$ cat config.mk
export PLATFORM = sky130hd
export DESIGN_NAME = pn_bitgen
export DESIGN_NICKNAME = d
export VERILOG_FILES = /design/src/rtl/pn_pkg.sv /design/src/rtl/pn_lfsr_core.sv /design/src/rtl/pn_pattern_core.sv /design/src/rtl/pn_run_ctrl.sv /design/src/rtl/pn_bitgen.sv
export SDC_FILE = /design/constraint.sdc
export NUM_CORES = 1
export LEC_CHECK = 0
export CAP_MARGIN = 20
export CORE_ASPECT_RATIO = 0.75
export CORE_UTILIZATION = 47
export CTS_CLUSTER_DIAMETER = 80
export DETAILED_ROUTE_END_ITERATION = 12
export GPL_ROUTABILITY_DRIVEN = 0
export GPL_TIMING_DRIVEN = 0
export PLACE_DENSITY = 0.75
export SYNTH_ARGS = -nofsm -noshare
export SYNTH_HDL_FRONTEND = slang
export SYNTH_SLANG_ARGS = --single-unit
$ cat constraint.sdc
create_clock -name clk -period 2.4 [get_ports clk]
set_input_delay 0.24 -clock clk [delete_from_list [all_inputs] [get_ports clk]]
set_output_delay 0.24 -clock clk [all_outputs]
set_load 0.02 [all_outputs]
$ cat src/rtl/pn_pkg.sv
package pn_pkg;
    typedef enum logic [1:0] {
        ST_IDLE = 2'd0,
        ST_RUN  = 2'd1,
        ST_DONE = 2'd2
    } run_state_e;
endpackage

$ cat src/rtl/pn_lfsr_core.sv
module pn_lfsr_core #(
    parameter int LFSR_W = 15
) (
    input  logic              clk,
    input  logic              rst_n,
    input  logic              load,
    input  logic [LFSR_W-1:0] seed,
    input  logic              step,
    input  logic              galois,
    output logic              cur_bit
);
    logic [LFSR_W-1:0] sreg;
    logic [LFSR_W-1:0] sreg_nxt;
    logic              fb;

    always_comb begin
        fb       = galois ? sreg[LFSR_W-1] : (sreg[LFSR_W-1] ^ sreg[LFSR_W-2]);
        sreg_nxt = {sreg[LFSR_W-2:0], fb};
        if (galois) begin
            sreg_nxt[LFSR_W-1] = sreg[LFSR_W-2] ^ fb;
        end
    end

    always_ff @(posedge clk or negedge rst_n) begin
        if (!rst_n) begin
            sreg <= '0;
        end else if (load) begin
            sreg <= seed;
        end else if (step) begin
            sreg <= sreg_nxt;
        end
    end

    assign cur_bit = fb;
endmodule

$ cat src/rtl/pn_pattern_core.sv
module pn_pattern_core #(
    parameter int PAT_W = 64
) (
    input  logic                       clk,
    input  logic                       rst_n,
    input  logic                       load,
    input  logic                       step,
    input  logic [PAT_W-1:0]           pattern,
    input  logic [$clog2(PAT_W+1)-1:0] len,
    output logic                       cur_bit
);
    localparam int LEN_W = $clog2(PAT_W + 1);
    localparam int IDX_W = $clog2(PAT_W);

    logic [PAT_W-1:0] pat_q;
    logic [LEN_W-1:0] len_q;
    logic [IDX_W-1:0] idx;
    logic             wrap;

    assign wrap = (LEN_W'(idx) + LEN_W'(1)) >= len_q;

    always_ff @(posedge clk or negedge rst_n) begin
        if (!rst_n) begin
            pat_q <= '0;
            len_q <= '0;
            idx   <= '0;
        end else if (load) begin
            pat_q <= pattern;
            len_q <= len;
            idx   <= '0;
        end else if (step) begin
            idx <= wrap ? '0 : idx + IDX_W'(1);
        end
    end

    assign cur_bit = pat_q[idx];
endmodule

$ cat src/rtl/pn_run_ctrl.sv
module pn_run_ctrl
    import pn_pkg::*;
#(
    parameter int CNT_W = 16
) (
    input  logic             clk,
    input  logic             rst_n,
    input  logic             start,
    input  logic             en,
    input  logic [CNT_W-1:0] target,
    input  logic             empty,
    output logic             step,
    output logic             done
);
    run_state_e       st, st_nxt;
    logic [CNT_W-1:0] cnt;
    logic [CNT_W-1:0] tgt_q;
    logic             cnt_last;

    assign cnt_last = (cnt + CNT_W'(1)) == tgt_q;

    // next-state logic
    always_comb begin
        st_nxt = st;
        unique case (st)
            ST_IDLE: st_nxt = ST_IDLE;
            ST_RUN:  if (en && cnt_last) st_nxt = ST_DONE;   // FINISH
            ST_DONE: st_nxt = ST_DONE;
            default: st_nxt = ST_IDLE;
        endcase
        if (start) begin
            st_nxt = (target == '0 || empty) ? ST_DONE : ST_RUN; // SKIP / LAUNCH
        end
    end

    // state register and run counter
    always_ff @(posedge clk or negedge rst_n) begin
        if (!rst_n) begin
            st    <= ST_IDLE;
            cnt   <= '0;
            tgt_q <= '0;
        end else begin
            st <= st_nxt;
            if (start) begin
                cnt   <= '0;
                tgt_q <= target;
            end else if (step) begin
                cnt <= cnt + CNT_W'(1);
            end
        end
    end

    // outputs
    always_comb begin
        step = (st == ST_RUN) && en && !start;
        done = (st == ST_DONE);
    end
endmodule

$ cat src/rtl/pn_bitgen.sv
module pn_bitgen #(
    parameter int LFSR_W        = 15,
    parameter int PAT_W         = 64,
    parameter int CNT_W         = 16,
    parameter int DEFAULT_SEED  = 169,
    parameter int DEFAULT_COUNT = 128
) (
    input  logic                       clk,
    input  logic                       rst_n,
    input  logic                       start,
    input  logic                       en,
    input  logic [1:0]                 mode,
    input  logic                       seed_use,
    input  logic [LFSR_W-1:0]          seed,
    input  logic                       count_use,
    input  logic [CNT_W-1:0]           bit_count,
    input  logic [PAT_W-1:0]           pattern,
    input  logic [$clog2(PAT_W+1)-1:0] pat_len,
    output logic                       bit_out,
    output logic                       bit_valid,
    output logic                       done
);
    localparam int LEN_W = $clog2(PAT_W + 1);

    logic [1:0]        mode_q;
    logic [LFSR_W-1:0] seed_sel;
    logic [CNT_W-1:0]  target;
    logic [LEN_W-1:0]  len_eff;
    logic              empty;
    logic              step;
    logic              lfsr_bit;
    logic              pat_bit;

    assign seed_sel = seed_use ? seed : LFSR_W'(DEFAULT_SEED);
    assign target   = count_use ? bit_count : CNT_W'(DEFAULT_COUNT);
    assign len_eff  = (pat_len > LEN_W'(PAT_W)) ? LEN_W'(PAT_W) : pat_len;
    assign empty    = mode[1] && (pat_len == '0);

    pn_run_ctrl #(.CNT_W(CNT_W)) u_ctrl (
        .clk    (clk),
        .rst_n  (rst_n),
        .start  (start),
        .en     (en),
        .target (target),
        .empty  (empty),
        .step   (step),
        .done   (done)
    );

    pn_lfsr_core #(.LFSR_W(LFSR_W)) u_lfsr (
        .clk     (clk),
        .rst_n   (rst_n),
        .load    (start),
        .seed    (seed_sel),
        .step    (step && !mode_q[1]),
        .galois  (mode_q[0]),
        .cur_bit (lfsr_bit)
    );

    pn_pattern_core #(.PAT_W(PAT_W)) u_pat (
        .clk     (clk),
        .rst_n   (rst_n),
        .load    (start),
        .step    (step && mode_q[1]),
        .pattern (pattern),
        .len     (len_eff),
        .cur_bit (pat_bit)
    );

    always_ff @(posedge clk or negedge rst_n) begin
        if (!rst_n) begin
            mode_q    <= 2'b00;
            bit_out   <= 1'b0;
            bit_valid <= 1'b0;
        end else begin
            if (start) begin
                mode_q <= mode;
            end
            bit_valid <= step;
            if (step) begin
                bit_out <= mode_q[1] ? pat_bit : lfsr_bit;
            end
        end
    end
endmodule

==> flow_summary_export.csv <==
group,metric,value,unit
timing,setup_viol,1,
layout,nets,833,
timing,finalHoldViolCount,0,
global_routing,grt_usage,23.7,%
timing,slew_headroom,60.4,%
synth,async_flop_share,100,%
synth,synthCells,576,
min_path,hp-class,"primary input to flip-flop",
synth,synth-seq-cells,130,
power_and_ir_drop,p_switching,1.50,mW
layout,drive_gt1_share,21.2,%
global_routing,antenna_found_initial,2,
clock_network,path_clk_slew,0.06,ns
setup_path,cp_max_fo,10,
clock_network,clockBufferDepth,2,
clock_network,h-tree-depth,4,
layout,seqCellArea,3260,um^2
setup_path,cp_common_cell,"mux4_2",
setup_path,slowest_stage,"mux4_2",
power_and_ir_drop,power_frac_comb,14.8,%
setup_path,critPathBufInv,1,
timing,finalSetupTns,-0.101,ns
clock_network,cts_buffers,17,
power_and_ir_drop,power_density,677,nW/um^2
setup_path,worstSetupPathType,"flip-flop to flip-flop",
synth,avgSynthCellArea,11.4,um^2
synth,synth_seq_area_share,49.7,%
clock_network,clock-sinks,130,
setup_path,crit_required,2.70,ns
synth,syn_nets,697,
global_routing,grt_pass1_vias,5148,
power_and_ir_drop,seq_power_share,42.9,%
synth,yosys.area.top_type,"dfrtp_1",
power_and_ir_drop,swShare,25.7,%
power_and_ir_drop,power,5.84,mW
timing,fin_crit_sh,104,%
layout,multiInputGateArea,3120,um^2
global_routing,gr-total-overflow,0,
power_and_ir_drop,leakage,3.50,nW
setup_path,startpoint_type,"flip-flop",
drt,viasPerCell,5.64,
clock_network,cts_root_buf,"clkbuf_16",
timing,rsz0062_at_grt,"true",
min_path,min_from,"pat_len[6]",
synth,synth.area.top_cells,"dfrtp_1 50%, mux2_2 11%, mux4_2 7.2%",
drt,routed_wl,16.3,mm
drt,vias,5056,
timing,fin_worst_skew,0.00659,ns
placed_design,port_buffers,111,
setup_path,rrSetupSlack,-0.10,ns
power_and_ir_drop,internal-power,4.34,mW
drt,first_pass_iters,9,
setup_path,worstSetupStartpoint,"u_pat.idx[0]$_DFFE_PN0P_",
synth,yosys_warnings,0,
drt,final_antenna_net_count,0,
outcome,violations,"DRC, setup timing",
timing,fmax,400,MHz
drt,wire_per_inst,18.2,um
global_routing,grt_max_degree,89,
die,core.rowCount,36,
drt,drt_iter0_markers,335,
setup_path,arrival,2.80,ns
die,ios,113,
placed_design,dp_hpwl,11.7,mm
setup_path,cp-end-kind,"flip-flop",
die,die_h,104,um
timing,worstMarginPinSlew,0.594,ns
timing,drv_slew,0,
die,core_region_area,13300,um^2
synth,ys_top_cells_by_count,"130 x dfrtp_1, 66 x mux2_2, 55 x nand2_1",
die,dieArea,14400,um^2
clock_network,insertion_delay,0.41,ns
setup_path,worst_path_largest_cell_delay,0.54,ns
timing,fin_crit,2.50,ns
setup_path,rr_startpoint,"u_pat.idx[0]$_DFFE_PN0P_",
clock_network,cts_tree,"built",
synth,synth_edf_count,0,
timing,fin_ws,-0.101,ns
flow_run,drv_cap,0,
setup_path,r2r_cells,6,
die,initial_utilization,49.3,%
setup_path,rr_endpoint,"bit_out$_DFFE_PN0P_",
outcome,run_status,"finished with violations",
min_path,hold_path_end,"u_pat.len_q[5]$_DFFE_PN0P_",
setup_path,path_cells,"buf_8 > mux4_2 > mux4_2 > mux4_2 > mux2i_1 > a21oi_1",
power_and_ir_drop,vdd_drop_max,0.547,mV
layout,nFillCells,1013,
global_routing,grt_pass1_wl,26.5,mm
drt,drc,12,
synth,syn_area,6550,um^2
synth,yosysUniqueCellTypes,55,
layout,num_antenna_cells,0,
power_and_ir_drop,pwr-share-clk,42.3,%
synth,yosysMostFrequentCell,"dfrtp_1",
synth,ys.flop_type,"dfrtp_1",
synth,synth_top_area_share,49.7,%
die,die_w,138,um
min_path,min_path_cells,2,
setup_path,cpLargestDelayFamily,"multiplexers",
layout,areaGrowthSynthToFinish,31.7,%
-- placed cells by master (no fill, tap or decap), types with 3 or more instances in the layout --
cell	count
a21o_1	3
a21oi_1	20
a22o_1	4
and3_1	3
buf_1	3
buf_2	3
buf_4	8
clkbuf_1	19
clkbuf_16	17
clkbuf_2	3
clkdlybuf4s50_1	110
clkinv_4	5
clkinvlp_4	4
dfrtp_1	128
ha_1	10
inv_1	25
mux2_2	66
mux4_2	21
nand2_1	55
nand2b_1	5
nand3_1	13
nand4_1	7
nor2_1	18
nor2b_1	13
nor3_1	3
nor4_1	5
o211ai_1	4
o21ai_0	30
o21ai_1	16
o22ai_1	11
or3_1	8
xnor2_1	16
xor2_1	14
-- state kept, by name (all words and copies together) (netlist names) --
name,count
bit_out,1
bit_valid,1
mode_q,2
u_ctrl.cnt,16
u_ctrl.st,2
u_ctrl.tgt_q,16
u_lfsr.sreg,15
u_pat.idx,6
u_pat.len_q,7
u_pat.pat_q,64
-- cell type report --
type                       instances  area share (%)
sequential                       130            37.7
multi-input combinational        385            36.2
timing repair buffer             117            13.7
clock buffer                      18            5.09
tap                              171            2.48
buffer                            35            2.16
clock inverter                    14            1.52
inverter                          26            1.13
-- kinds of logic (layout without fill, tap and decap cells) --
family | after synthesis | after routing | share of synthesized area, %
multiplexers | 89 | 89 | 18.9
AO/OA/AOI/OAI | 105 | 105 | 9.66
adder cells (fa/ha/maj) | 11 | 11 | 2.10
buffers and inverters | 61 | 210 | 3.78
flip-flops | 130 | 130 | 49.7
AND/OR/NAND/NOR | 149 | 149 | 11.8
XOR/XNOR | 31 | 31 | 4.14
-- what timing repair did --
| action | 4_1_cts | 5_1_grt |
|---|---|---|
| hold buffers | 1 | 0 |
| endpoints found under the setup margin | 29 | 29 |
| pin swaps | 1 | 5 |
| cloned | 0 | 0 |
| gates resized for setup | 16 | 12 |
| setup buffers | 3 | 1 |
| hold endpoints to repair | 42 | 0 |
-- power groups by stage --
stage / Sequential, mW / Combinational [mW] / Clock, mW
2_1_floorplan: 2.51 / 0.467 / 0
3_3_place_gp: 2.53 / 0.802 / 0
3_5_place_dp: 2.54 / 0.835 / 0
4_1_cts: 2.50 / 0.862 / 2.51
5_1_grt: 2.53 / 0.940 / 2.61
6_report: 2.50 / 0.864 / 2.47
-- worst max-delay path by stage --
stage	end	slack, ns	cells after the start
after floorplan	bit_out$_DFFE_PN0P_	0.04	6
after global placement	u_pat.pat_q[42]$_DFFE_PN0P_	-3.86	1
after detailed placement	u_pat.len_q[3]$_DFFE_PN0P_	-0.65	6
after CTS	bit_out$_DFFE_PN0P_	-0.18	6
after global routing	bit_out$_DFFE_PN0P_	-0.16	6
final	bit_out$_DFFE_PN0P_	-0.10	6
-- per-layer routing --
metal  GRT usage, %  vias up  part of all wire [%]  wire, um
met5              0        -                     0         0
met4           6.66        0                  0.63       102
met3           6.91       11                   7.6      1240
met2           36.9      169                    47      7580
met1           32.2     2536                    45      7340
li1               -     2340                     -         -
-- stage by stage --
step	utilization, %	setup slack (ns)	area, um^2	instances	hold WS, ns
after global routing	64.9	-0.163	8630	896	0.242
after CTS	64.6	-0.175	8580	895	0.215
after floorplan	-	0.0421	6550	576	-0.0556
final	64.9	-0.101	8630	896	0.227
after detailed placement	59.5	-0.652	7910	859	0.185
after global placement	59.3	-3.86	7880	858	0.459
(Power assumes the default switching activity.)
